--- config.mk ---
export PLATFORM = sky130hd
export DESIGN_NAME = txmb_sched
export DESIGN_NICKNAME = d
export VERILOG_FILES = /design/src/rtl/txmb_pkg.sv /design/src/rtl/txmb_slot.sv /design/src/rtl/txmb_pick.sv /design/src/rtl/txmb_sched.sv
export SDC_FILE = /design/constraint.sdc
export NUM_CORES = 1
export LEC_CHECK = 0
export ABC_AREA = 0
export BUFFER_PORTS_ARGS = -buffer_cell sky130_fd_sc_hd__buf_4
export CAP_MARGIN = 20
export CORE_ASPECT_RATIO = 1.5
export CORE_MARGIN = 1.5
export CORE_UTILIZATION = 30
export CTS_BUF_LIST = sky130_fd_sc_hd__clkbuf_8
export CTS_CLUSTER_DIAMETER = 100
export DETAILED_ROUTE_END_ITERATION = 10
export GPL_TIMING_DRIVEN = 0
export HOLD_SLACK_MARGIN = 0.06
export PLACE_DENSITY = 0.55
export SYNTH_ARGS = -nofsm -noshare
export SYNTH_HDL_FRONTEND = slang
export SYNTH_SLANG_ARGS = --single-unit
--- constraint.sdc ---
create_clock -name clk -period 7.1 [get_ports clk]
set_clock_uncertainty 0.05 [all_clocks]
set_input_delay 1.065 -clock clk [delete_from_list [all_inputs] [get_ports clk]]
set_output_delay 1.065 -clock clk [all_outputs]
set_load 0.05 [all_outputs]
--- src/rtl/txmb_pkg.sv ---
package txmb_pkg;
  typedef enum logic [1:0] {
    RES_OK  = 2'd0,
    RES_ARB = 2'd1,
    RES_ERR = 2'd2,
    RES_RSV = 2'd3
  } att_res_e;

  function automatic logic res_is_ok(input logic [1:0] code);
    return code == RES_OK;
  endfunction
endpackage

--- src/rtl/txmb_slot.sv ---
module txmb_slot #(
  parameter int ID_W   = 11,
  parameter int RANK_W = 2,
  parameter int NUM_MB = 3
) (
  input  logic              clk,
  input  logic              rst_n,
  input  logic              load,
  input  logic [ID_W-1:0]   load_id,
  input  logic [RANK_W-1:0] load_rank,
  input  logic              clr,
  input  logic              dec,
  output logic              pend,
  output logic [ID_W-1:0]   id,
  output logic [RANK_W-1:0] rank
);
  always_ff @(posedge clk) begin
    if (!rst_n) begin
      pend <= 1'b0;
      id   <= '0;
      rank <= '0;
    end else if (clr) begin
      pend <= 1'b0;
    end else if (load) begin
      pend <= 1'b1;
      id   <= load_id;
      rank <= load_rank;
    end else if (dec) begin
      rank <= rank - 1'b1;
    end
  end

  AST_LOAD_FREE: assert property (@(posedge clk) disable iff (!rst_n)
    load |-> !pend);
  AST_RANK_RANGE: assert property (@(posedge clk) disable iff (!rst_n)
    pend |-> (32'(rank) < NUM_MB));
  AST_DEC_NONZERO: assert property (@(posedge clk) disable iff (!rst_n)
    dec |-> (pend && rank != '0));
endmodule

--- src/rtl/txmb_pick.sv ---
module txmb_pick #(
  parameter int NUM_MB = 3,
  parameter int ID_W   = 11,
  parameter int RANK_W = 2,
  parameter int IDX_W  = 2
) (
  input  logic              fifo_mode,
  input  logic [NUM_MB-1:0] pend,
  input  logic [ID_W-1:0]   ids   [NUM_MB],
  input  logic [RANK_W-1:0] ranks [NUM_MB],
  output logic              found,
  output logic [IDX_W-1:0]  idx
);
  localparam int KEY_W = (ID_W > RANK_W) ? ID_W : RANK_W;

  function automatic logic [KEY_W-1:0] sort_key(input logic f,
                                                input logic [ID_W-1:0] i,
                                                input logic [RANK_W-1:0] r);
    return f ? KEY_W'(r) : KEY_W'(i);
  endfunction

  logic [KEY_W-1:0] best;

  always_comb begin
    found = 1'b0;
    idx   = '0;
    best  = '0;
    for (int i = 0; i < NUM_MB; i++) begin
      if (pend[i] && (!found || sort_key(fifo_mode, ids[i], ranks[i]) < best)) begin
        found = 1'b1;
        idx   = IDX_W'(i);
        best  = sort_key(fifo_mode, ids[i], ranks[i]);
      end
    end
  end
endmodule

--- src/rtl/txmb_sched.sv ---
module txmb_sched #(
  parameter int NUM_MB = 3,
  parameter int ID_W   = 11
) (
  input  logic                       clk,
  input  logic                       rst_n,
  input  logic                       cfg_fifo_order,
  input  logic                       cfg_no_retry,
  input  logic                       load_valid,
  input  logic [$clog2(NUM_MB)-1:0]  load_idx,
  input  logic [ID_W-1:0]            load_id,
  output logic                       sel_valid,
  output logic [$clog2(NUM_MB)-1:0]  sel_idx,
  output logic [ID_W-1:0]            sel_id,
  input  logic                       att_start,
  input  logic                       att_done,
  input  logic [1:0]                 att_result,
  output logic                       done_valid,
  output logic [$clog2(NUM_MB)-1:0]  done_idx,
  output logic                       done_ok
);
  import txmb_pkg::*;

  localparam int IDX_W  = $clog2(NUM_MB);
  localparam int RANK_W = IDX_W;

  function automatic logic [RANK_W-1:0] count_set(input logic [NUM_MB-1:0] v);
    logic [RANK_W-1:0] n;
    n = '0;
    for (int i = 0; i < NUM_MB; i++) n = n + RANK_W'(v[i]);
    return n;
  endfunction

  logic [NUM_MB-1:0] pend, load_vec, clr_vec, dec_vec;
  logic [ID_W-1:0]   ids   [NUM_MB];
  logic [RANK_W-1:0] ranks [NUM_MB];
  logic              pick_found;
  logic [IDX_W-1:0]  pick_idx;
  logic              busy_q;
  logic [IDX_W-1:0]  cur_q;

  // named events for the assertions
  logic              accept, finish, retire;
  logic [RANK_W-1:0] retire_rank, new_rank;

  assign accept      = att_start && !busy_q && pick_found;
  assign finish      = att_done && busy_q;
  assign retire      = finish && (res_is_ok(att_result) || cfg_no_retry);
  assign retire_rank = ranks[cur_q];
  assign new_rank    = count_set(pend & ~clr_vec);

  generate
    for (genvar g = 0; g < NUM_MB; g++) begin : g_slot
      assign load_vec[g] = load_valid && (load_idx == IDX_W'(g)) && !pend[g];
      assign clr_vec[g]  = retire && (cur_q == IDX_W'(g));
      assign dec_vec[g]  = retire && pend[g] && !clr_vec[g] && (ranks[g] > retire_rank);

      txmb_slot #(.ID_W(ID_W), .RANK_W(RANK_W), .NUM_MB(NUM_MB)) u_slot (
        .clk      (clk),
        .rst_n    (rst_n),
        .load     (load_vec[g]),
        .load_id  (load_id),
        .load_rank(new_rank),
        .clr      (clr_vec[g]),
        .dec      (dec_vec[g]),
        .pend     (pend[g]),
        .id       (ids[g]),
        .rank     (ranks[g])
      );
    end
  endgenerate

  txmb_pick #(.NUM_MB(NUM_MB), .ID_W(ID_W), .RANK_W(RANK_W), .IDX_W(IDX_W)) u_pick (
    .fifo_mode(cfg_fifo_order),
    .pend     (pend),
    .ids      (ids),
    .ranks    (ranks),
    .found    (pick_found),
    .idx      (pick_idx)
  );

  always_ff @(posedge clk) begin
    if (!rst_n) begin
      busy_q     <= 1'b0;
      cur_q      <= '0;
      done_valid <= 1'b0;
      done_idx   <= '0;
      done_ok    <= 1'b0;
    end else begin
      done_valid <= retire;
      if (retire) begin
        done_idx <= cur_q;
        done_ok  <= res_is_ok(att_result);
      end
      if (accept) begin
        busy_q <= 1'b1;
        cur_q  <= pick_idx;
      end else if (finish) begin
        busy_q <= 1'b0;
      end
    end
  end

  assign sel_valid = busy_q || pick_found;
  assign sel_idx   = busy_q ? cur_q : pick_idx;
  assign sel_id    = ids[sel_idx];

  AST_HOLD_SEL: assert property (@(posedge clk) disable iff (!rst_n)
    (busy_q && !att_done) |=> (sel_valid && $stable(sel_idx) && $stable(sel_id)));
  AST_OK_STATUS: assert property (@(posedge clk) disable iff (!rst_n)
    (busy_q && att_done && att_result == RES_OK) |=> (done_valid && done_ok));
  AST_DONE_FREES: assert property (@(posedge clk) disable iff (!rst_n)
    done_valid |-> !pend[done_idx]);
  AST_RETRY_KEEPS: assert property (@(posedge clk) disable iff (!rst_n)
    (busy_q && att_done && att_result != RES_OK && !cfg_no_retry) |=> (!done_valid && pend[$past(cur_q)]));
  AST_NORETRY_REPORTS: assert property (@(posedge clk) disable iff (!rst_n)
    (busy_q && att_done && cfg_no_retry) |=> done_valid);
  AST_IDLE_DONE: assert property (@(posedge clk) disable iff (!rst_n)
    !busy_q |=> !done_valid);
  AST_OFFER_PENDING: assert property (@(posedge clk) disable iff (!rst_n)
    sel_valid |-> pend[sel_idx]);
endmodule

==> flow_metrics.py <==
metrics = {
    "synthesis": {
        "seq_area_frac_synth_pct": 29.0,
        "synth_seq_cells": 49,
        "synth_ff_type": "dfxtp_1",
        "ys_types": 48,
        "synth-edff-count": 0,
        "async_reset_ff_share_pct": 0,
        "yosysWarnings": 0,
        "syn_avg_cell_area_um2": 8.07,
        "syn_nets": 469,
        "netlist_instances": 420,
        "netlist_area_um2": 3390,
    },
    "global_route": {
        "overflow": 0,
        "grt_pass1_vias": 3150,
        "grt_max_degree": 18,
        "track_usage_pct": 17.6,
        "grt_pass1_wl_um": 16600,
        "antenna_found_initial": 0,
    },
    "cts": {
        "cts_hold_buf": 0,
        "cts_made_buffers": 5,
        "cts_root_buffer": "clkbuf_8",
        "path_clk_slew_ns": 0.09,
        "clock_sinks": 49,
        "cts_tree": "built",
        "h-tree-depth": 2,
        "clock_path_buffers": 2,
        "clock_latency_ns": 0.32,
    },
    "cells_and_area": {
        "final_util_pct": 36.7,
        "multi_input_area_um2": 2280,
        "drive_gt1_share_pct": 17.6,
        "regArea_um2": 981,
        "final_common_cell": "nand2_1",
        "fin_cells": 614,
        "n_fill_cell": 1155,
        "antenna-diode-count": 0,
        "final_cell_mix": "nand2_1 (62), dfxtp_1 (49), mux2i_1 (43), buf_4 (41), nor2_1 (39)",
        "stdcell_area_um2": 4040,
        "nets": 515,
        "area_delta_synth_final_pct": 19.1,
    },
    "placed_design": {
        "dpl_cell_area_um2": 3890,
        "place_congestion": 0.889,
        "io_buffer_count": 38,
        "dp_cells": 605,
        "dp_hpwl_um": 7630,
    },
    "route": {
        "post-route-drc-count": 0,
        "vias": 3126,
        "wl_per_cell_um": 16.7,
        "finalWirelength_um": 10300,
        "drt_iter0_drc": 154,
        "via_per_inst": 5.09,
        "dr.pass1.iters": 4,
        "ant_nets": 0,
    },
    "worst_setup_path": {
        "crit_chain": "buf_6 > nor2_4 > clkbuf_4 > nand2_1 > ha_1 > a21oi_1 > o21ai_0 > a22oi_1 > nand3_1 > buf_2 > buf_2 > nor3b_1 > a31oi_1 > ha_1 > nand2_1 > a21oi_1 > a221oi_2 > and3_1 > o31a_1 > buf_2 > buf_4 > nand2_1 > mux2i_2 > buf_4",
        "reg2reg_depth": 22,
        "crit_buf_inv": 7,
        "cp_slowest_cell": "a221oi_2",
        "cp.required_ns": 5.98,
        "ff2ff_setup_slack_ns": 2.46,
        "worstSetupPathType": "in2out",
        "crit_path_end_kind": "output pin",
        "r2r_end": "cur_q[1]",
        "crit_fanout": 17,
        "crit_arrival_ns": 5.66,
        "r2r-start": "g_slot[0].u_slot.pend",
        "startpoint_type": "primary input",
        "slowest_delay_ns": 0.35,
        "crit_family": "buffers and inverters",
    },
    "floorplan": {
        "die_y_um": 133,
        "dieArea_um2": 12000,
        "fp-row-count": 47,
        "die_x_um": 89.8,
        "core_region_area_um2": 11000,
        "floorplan.initialDensity_pct": 30.8,
        "ioPinCount": 40,
    },
    "power_and_ir_drop": {
        "p_leak_nw": 1.70,
        "vdd_drop_max_mv": 0.0585,
        "power_density_nw_per_um2": 157,
        "power_mw": 0.633,
    },
    "sta": {
        "hold_slack_ns": 0.425,
        "setup_viol": 0,
        "fin_crit_sh_pct": 95.5,
        "tightest_slew_ns": 0.713,
        "finalMaxSlewViolations": 0,
        "relSlewSlack_pct": 52.5,
        "rsz0062_at_grt": "false",
        "hold_violations": 0,
        "period_minus_slack_ns": 6.78,
        "fmax_mhz": 148,
    },
    "min_path": {
        "min_from": "g_slot[1].u_slot.id[1]",
        "holdPathStages": 2,
        "hp-class": "reg2reg",
        "min_to": "g_slot[1].u_slot.id[1]",
    },
    "status": {
        "outcome": "finished, final reports clean",
    },
    "flow_run": {
        "maxCapViolations": 0,
    },
}
==> cell type report <==
cell class / instances / share of cell area [%]
multi-input combinational: 330 / 56.6
sequential: 49 / 24.3
timing repair buffer: 40 / 7.44
tap: 147 / 4.56
buffer: 21 / 2.76
clock buffer: 7 / 2.39
inverter: 19 / 1.83
clock inverter: 1 / 0.124
==> worst max-delay path by stage <==
| stage | startpoint | endpoint | cells after the start |
|---|---|---|---|
| after global routing | cfg_fifo_order | sel_id[1] | 23 |
| after floorplan | cfg_fifo_order | sel_id[0] | 23 |
| after global placement | cfg_fifo_order | sel_id[2] | 24 |
| after CTS | cfg_fifo_order | sel_id[2] | 23 |
| final | cfg_fifo_order | sel_id[2] | 24 |
| after detailed placement | cfg_fifo_order | sel_id[2] | 24 |
==> metal layers <==
layer  routed length [um]  share of wire [%]  global-route usage, %  up-vias
met4                  371                3.6                   7.94        0
met3                  337                3.3                   2.45       23
met1                 4140                 40                   19.6     1465
met2                 5410                 53                   33.0       66
li1                     -                  -                      -     1572
met5                    0                  0                      0        -
==> state kept, by name (all words and copies together) (netlist names) <==
register	flops
busy_q	1
cur_q	2
done_idx	2
done_ok	1
done_valid	1
g_slot.u_slot.id	33
g_slot.u_slot.pend	3
g_slot.u_slot.rank	6
==> power by group <==
part / switching, mW / internal (mW) / total, mW
clock: 0.101 / 0.0883 / 0.189
sequential: 0.00999 / 0.285 / 0.295
combinational: 0.0910 / 0.0577 / 0.149
total: 0.202 / 0.431 / 0.633
==> timing repair <==
action	in CTS	in global routing
endpoints found under the setup margin	13	12
buffers inserted	0	2
pin swaps	0	2
resized for setup	5	7
==> through the flow <==
stage | setup TNS [ns] | worst slack [ns]
4_1_cts | 0 | 0.0177
3_3_place_gp | -9.87 | -0.886
3_5_place_dp | -9.91 | -0.888
2_1_floorplan | 0 | 0.0519
5_1_grt | 0 | 0.000534
6_report | 0 | 0.321
==> Yosys cell counts (7+ instances only) <==
master / n / area, um2
nand2_1: 62 / 233
a31oi_1: 11 / 68.8
clkbuf_1: 13 / 48.8
nor2_1: 40 / 150
inv_1: 17 / 63.8
nor2b_1: 21 / 131
nor3b_1: 9 / 67.6
a21oi_1: 32 / 160
o21ai_0: 17 / 85.1
ha_1: 26 / 325
mux2i_1: 51 / 510
buf_2: 7 / 35.0
dfxtp_1: 49 / 981
==> kinds of logic (layout without fill, tap and decap cells) <==
| logic type | Yosys count | count (layout) | synth area share, % |
|---|---|---|---|
| and+or+nand+nor | 161 | 161 | 22.7 |
| AOI/OAI and AO/OA | 87 | 87 | 16.5 |
| muxes | 55 | 55 | 16.4 |
| DFF | 49 | 49 | 29.0 |
| buffers and inverters | 41 | 88 | 5.32 |
| adders and majority gates | 27 | 27 | 10.2 |
==> tightest hold or removal path, stage by stage (launching register included) <==
cell and delay (ns):
dfxtp_1 0.33, nand2_1 0.05, a21oi_1 0.05
Note: power is estimated with default switching activity, not from simulation.
